### src/rtl/idxp_pkg.sv
package idxp_pkg;
    localparam int DW      = 8;
    localparam int IDX_W   = 5;
    localparam int NREG    = 1 << IDX_W;
    localparam logic [DW-1:0] BUSY_PATTERN = 8'h80;

    typedef struct packed {
        logic             mce;
        logic             trd;
        logic [IDX_W-1:0] idx;
    } idx_t;

    localparam idx_t IDX_RESET = '{mce: 1'b1, trd: 1'b0, idx: '0};
endpackage

### src/rtl/idxp_init_ctrl.sv
module idxp_init_ctrl #(
    parameter int INIT_CYCLES = 64
) (
    input  logic clk,
    input  logic rst_n,
    input  logic pwr_down,
    output logic busy
);
    localparam int CW = $clog2(INIT_CYCLES + 1);
    localparam logic [CW-1:0] CNT_LOAD = CW'(INIT_CYCLES);

    logic [CW-1:0] cnt_d, cnt_q;

    always_comb begin
        cnt_d = cnt_q;
        if (pwr_down) begin
            cnt_d = CNT_LOAD;
        end else if (cnt_q != '0) begin
            cnt_d = cnt_q - 1'b1;
        end
    end

    always_ff @(posedge clk or negedge rst_n) begin
        if (!rst_n) begin
            cnt_q <= CNT_LOAD;
        end else begin
            cnt_q <= cnt_d;
        end
    end

    assign busy = pwr_down || (cnt_q != '0);
endmodule

### src/rtl/idxp_reg_bank.sv
module idxp_reg_bank
    import idxp_pkg::*;
#(
    parameter int          FMT_IDX  = 8,
    parameter int          CFG_IDX  = 9,
    parameter logic [DW-1:0] CFG_FREE = 8'h03
) (
    input  logic             clk,
    input  logic             rst_n,
    input  logic             we,
    input  logic [IDX_W-1:0] addr,
    input  logic [DW-1:0]    wdata,
    input  logic             mce,
    output logic [DW-1:0]    rdata,
    output logic             err
);
    typedef struct packed {
        logic [NREG-1:0][DW-1:0] regs;
        logic                    err;
    } bank_t;

    bank_t st_d, st_q;
    logic [NREG-1:0] is_fmt, is_cfg;

    for (genvar g = 0; g < NREG; g++) begin : g_prot
        assign is_fmt[g] = (g == FMT_IDX);
        assign is_cfg[g] = (g == CFG_IDX);
    end

    always_comb begin
        logic [DW-1:0] cur;
        logic [DW-1:0] lost;
        st_d     = st_q;
        st_d.err = 1'b0;
        cur      = st_q.regs[addr];
        lost     = (wdata ^ cur) & ~CFG_FREE;
        if (we) begin
            if (mce || (!is_fmt[addr] && !is_cfg[addr])) begin
                st_d.regs[addr] = wdata;
            end else if (is_cfg[addr]) begin
                st_d.regs[addr] = (cur & ~CFG_FREE) | (wdata & CFG_FREE);
                st_d.err        = |lost;
            end else begin
                st_d.err = 1'b1;
            end
        end
    end

    always_ff @(posedge clk or negedge rst_n) begin
        if (!rst_n) begin
            st_q <= '0;
        end else begin
            st_q <= st_d;
        end
    end

    assign rdata = st_q.regs[addr];
    assign err   = st_q.err;
endmodule

### src/rtl/idx_reg_port.sv
module idx_reg_port
    import idxp_pkg::*;
#(
    parameter int INIT_CYCLES = 64,
    parameter int FMT_IDX     = 8,
    parameter int CFG_IDX     = 9
) (
    input  logic          clk,
    input  logic          rst_n,
    input  logic          pwr_down,
    input  logic          ext_mode,
    input  logic          host_sel,
    input  logic          host_wr,
    input  logic [DW-1:0] host_wdata,
    output logic [DW-1:0] host_rdata,
    output logic          busy,
    output logic          mute,
    output logic          xfer_dis,
    output logic          wr_err
);
    idx_t idx_d, idx_q;
    logic [IDX_W-1:0] eff_idx;
    logic [DW-1:0]    bank_rdata;
    logic [DW-1:0]    idx_byte;
    logic             bank_we;

    idxp_init_ctrl #(.INIT_CYCLES(INIT_CYCLES)) u_init (
        .clk      (clk),
        .rst_n    (rst_n),
        .pwr_down (pwr_down),
        .busy     (busy)
    );

    always_comb begin
        idx_d = idx_q;
        if (host_wr && !host_sel && !busy) begin
            idx_d.mce = host_wdata[6];
            idx_d.trd = host_wdata[5];
            idx_d.idx = host_wdata[IDX_W-1:0];
        end
    end

    always_ff @(posedge clk or negedge rst_n) begin
        if (!rst_n) begin
            idx_q <= IDX_RESET;
        end else begin
            idx_q <= idx_d;
        end
    end

    assign eff_idx  = {ext_mode & idx_q.idx[IDX_W-1], idx_q.idx[IDX_W-2:0]};
    assign idx_byte = {busy, idx_q.mce, idx_q.trd, eff_idx};
    assign bank_we  = host_wr && host_sel && !busy;

    idxp_reg_bank #(.FMT_IDX(FMT_IDX), .CFG_IDX(CFG_IDX)) u_bank (
        .clk   (clk),
        .rst_n (rst_n),
        .we    (bank_we),
        .addr  (eff_idx),
        .wdata (host_wdata),
        .mce   (idx_q.mce),
        .rdata (bank_rdata),
        .err   (wr_err)
    );

    assign host_rdata = busy ? BUSY_PATTERN : (host_sel ? bank_rdata : idx_byte);
    assign mute       = idx_q.mce;
    assign xfer_dis   = idx_q.trd;
endmodule

### config.mk
export PLATFORM = sky130hd
export DESIGN_NAME = idx_reg_port
export DESIGN_NICKNAME = d
export VERILOG_FILES = /design/src/rtl/idxp_pkg.sv /design/src/rtl/idxp_init_ctrl.sv /design/src/rtl/idxp_reg_bank.sv /design/src/rtl/idx_reg_port.sv
export SDC_FILE = /design/constraint.sdc
export NUM_CORES = 1
export LEC_CHECK = 0
export CELL_PAD_IN_SITES_DETAIL_PLACEMENT = 1
export CELL_PAD_IN_SITES_GLOBAL_PLACEMENT = 2
export CORE_MARGIN = 2
export CORE_UTILIZATION = 40
export DETAILED_ROUTE_END_ITERATION = 6
export HOLD_SLACK_MARGIN = 0.03
export PLACE_DENSITY_LB_ADDON = 0.12
export SETUP_SLACK_MARGIN = 0.02
export SYNTH_ARGS = -nofsm -noshare
export SYNTH_HDL_FRONTEND = slang
export SYNTH_HIERARCHICAL = 1
export SYNTH_SLANG_ARGS = --single-unit
### constraint.sdc
create_clock -name clk -period 10.78 [get_ports clk]
set_clock_uncertainty 0.05 [all_clocks]
set_input_delay 3.234 -clock clk [delete_from_list [all_inputs] [get_ports clk]]
set_output_delay 3.234 -clock clk [all_outputs]
set_load 0.005 [all_outputs]
==> results.json <==
{
  "clockRootBuffer": "clkbuf_16",
  "slew-limit-headroom": 0.315,
  "viasPerCell": 5.58,
  "cap_viol_max_count": 0,
  "syn_nets": 941,
  "p_leak_uw": 0.00660,
  "drive_above_1_share": 0.370,
  "overflow": 0,
  "synth_compound_area_frac": 0.0309,
  "swShare": 0.275,
  "ff_latch_area_um2": 6790,
  "worstHoldPathCells": 2,
  "clock_path_buffers": 3,
  "ant_nets": 0,
  "min_period_over_period": 0.904,
  "dp_hpwl_um": 26000,
  "drc_errors": 0,
  "power.total_uw": 2530,
  "fmax_ghz": 0.103,
  "ys_ff_latch": 271,
  "multi_input_area_um2": 5750,
  "rr_worst_depth": 9,
  "ios": 26,
  "cts_sinks": 271,
  "finalSetupViolCount": 0,
  "finalSetupTns_ps": 0,
  "min_path_type": "flip-flop to flip-flop",
  "ys_types": 55,
  "synth_top_family_by_area": "multiplexers",
  "synthTopCellsByArea": "dfrtp_1, mux2_2, mux2i_1",
  "netlist_instances": 926,
  "std_cell_rows": 66,
  "worstMarginPinSlew_ps": 1030,
  "fill_cells": 3252,
  "fin_crit_ps": 9750,
  "cts_buffers": 31,
  "gp_congestion": 0.889,
  "cts_setup_buffers": 0,
  "fp.dieW_um": 184,
  "clockPowerShare": 0.411,
  "whs_endpoint": "u_init/cnt_q[6]",
  "yosys_warnings": 6,
  "initial_core_util": 0.403,
  "vias": 7785,
  "timing.rr.start": "u_init/cnt_q[0]",
  "crit_fanout": 18,
  "status": "finished, final reports clean",
  "synthesis.area_um2": 13000,
  "antenna_cells": 0,
  "grt_max_degree": 130,
  "io_buffers": 25,
  "yosys_most_used_dff": "dfrtp_1",
  "vdd_ir_drop_max_mv": 0.158,
  "worstPathArrival_ps": 6470,
  "drt_iter0_markers": 414,
  "fin_nets": 944,
  "dr.pass1.iters": 4,
  "cts_resized": 0,
  "required_ps": 7500,
  "grt_pass1_wl_um": 56900,
  "switchingPower_uw": 695,
  "synth_area_per_cell_um2": 14.0,
  "cts.clk_slew.worst_paths_ps": 60,
  "clk-insertion-delay-late_ps": 560,
  "rrSetupSlack_ps": 6440,
  "mostFrequentLayoutCell": "dfrtp_1",
  "antenna_found_initial": 0,
  "maxSlewViolCount": 0,
  "synth.area.mux_share": 0.344,
  "cp-start-kind": "input port",
  "hold_viol": 0,
  "seqPwrFrac": 0.437,
  "netlist.area_leader.share": 0.518,
  "htree_levels": 1,
  "crit_type": "input port to primary output",
  "die_h_um": 184,
  "postCtsHoldBufs": 0,
  "area.growth.synth_to_final_pct": 11.2,
  "wire_per_inst_um": 27.1,
  "cts_tree": "yes",
  "synthSimpleGateAreaFrac": 0.0605,
  "coreArea_um2": 32300,
  "synth_xor_area_frac": 0.00539,
  "synth_edf_count": 0,
  "power_frac_comb": 0.152,
  "grtUsageTotal": 0.230,
  "worstReg2RegEnd": "u_bank/st_q[125]",
  "min_from": "u_init/cnt_q[6]",
  "async_flop_share": 1.00,
  "rsz0062_at_grt": "false",
  "first_global_vias": 8528,
  "synth_seq_area_share": 0.522,
  "wl_um": 37800,
  "p_int_uw": 1830,
  "yosysTopAreaCell": "dfrtp_1",
  "synth_fa_ha_area_frac": 0.000962,
  "p_per_area_nw_per_um2": 175,
  "final_cell_mix": "dfrtp_1, mux2_2, mux2i_1",
  "cp-end-kind": "primary output",
  "die_area_um2": 34000
}
power by group through the flow:
stage,combinational (uW),sequential (uW),clock [uW]
global placement,376,1120,0
finish,384,1100,1040
CTS,388,1100,1070
global route,411,1110,1110
floorplan,286,1100,0
detailed placement,387,1120,0
cells in the mapped netlist (2+ instances only):
cell       count
dfrtp_1      269
mux2_2       243
mux2i_1      104
o22ai_1       50
nor2_1        27
buf_6         25
mux2_1        22
nand2_1       21
buf_2         20
clkbuf_1      18
mux4_2        16
nor4_1        13
nor2_2         7
inv_1          6
mux2_4         6
nand4bb_1      6
xor2_1         6
nand3b_1       5
nand4b_1       5
nand2_4        4
nand3_1        4
nor3_1         4
a21oi_1        3
nor3b_1        3
a211oi_1       2
and3_1         2
dfstp_2        2
nor2b_1        2
or3_1          2
or4b_1         2
or4b_2         2
xnor2_1        2
critical path, cell delays in order:
cell             delay, ps
clkdlybuf4s50_1        480
and2_1                 590
nand4b_1               530
o22ai_1                550
nor4_1                 120
nand2_1                170
nand2_1                 70
a21oi_1                170
clkdlybuf4s50_1        540
cell families after synthesis:
family / Yosys count
muxes: 391
and+or+nand+nor: 124
xor gates and xnor gates: 8
adders and majority gates: 1
DFF: 271
buffers and inverters: 69
AOI/OAI and AO/OA: 62
worst max-delay path by stage:
stage / startpoint / to / slack (ps) / depth (start not counted)
global placement: ext_mode / host_rdata[3] / 1140 / 9
floorplan: ext_mode / host_rdata[0] / 2730 / 9
finish: ext_mode / host_rdata[4] / 1030 / 9
CTS: ext_mode / host_rdata[4] / 1110 / 10
global route: ext_mode / host_rdata[4] / 860 / 9
detailed placement: ext_mode / host_rdata[5] / 1120 / 9
layout make-up:
class,count,area share
inverter,6,0.00156
tap,442,0.0382
multi-input combinational,586,0.397
timing repair buffer,33,0.0227
clock buffer,44,0.0625
sequential,271,0.469
clock inverter,13,0.00822
layer usage:
metal  part of all wire  up-vias  GRT usage
met3              0.039       54     0.0366
met5                  0        -          0
met1               0.45     4167      0.314
met2               0.48      146      0.382
met4              0.023        0     0.0589
li1                   -     3418          -
metrics by stage:
stage | std cells | setup WS (ps) | utilization | area, um2 | hold slack [ps]
after global placement | 1338 | 1140 | 0.416 | 13400 | 404
final | 1395 | 1030 | 0.448 | 14500 | 425
after floorplan | 926 | 2730 | - | 13000 | 395
after CTS | 1395 | 1110 | 0.448 | 14500 | 427
after detailed placement | 1338 | 1120 | 0.416 | 13400 | 420
after global routing | 1395 | 855 | 0.448 | 14500 | 455
Note: power is estimated with default switching activity, not from simulation.
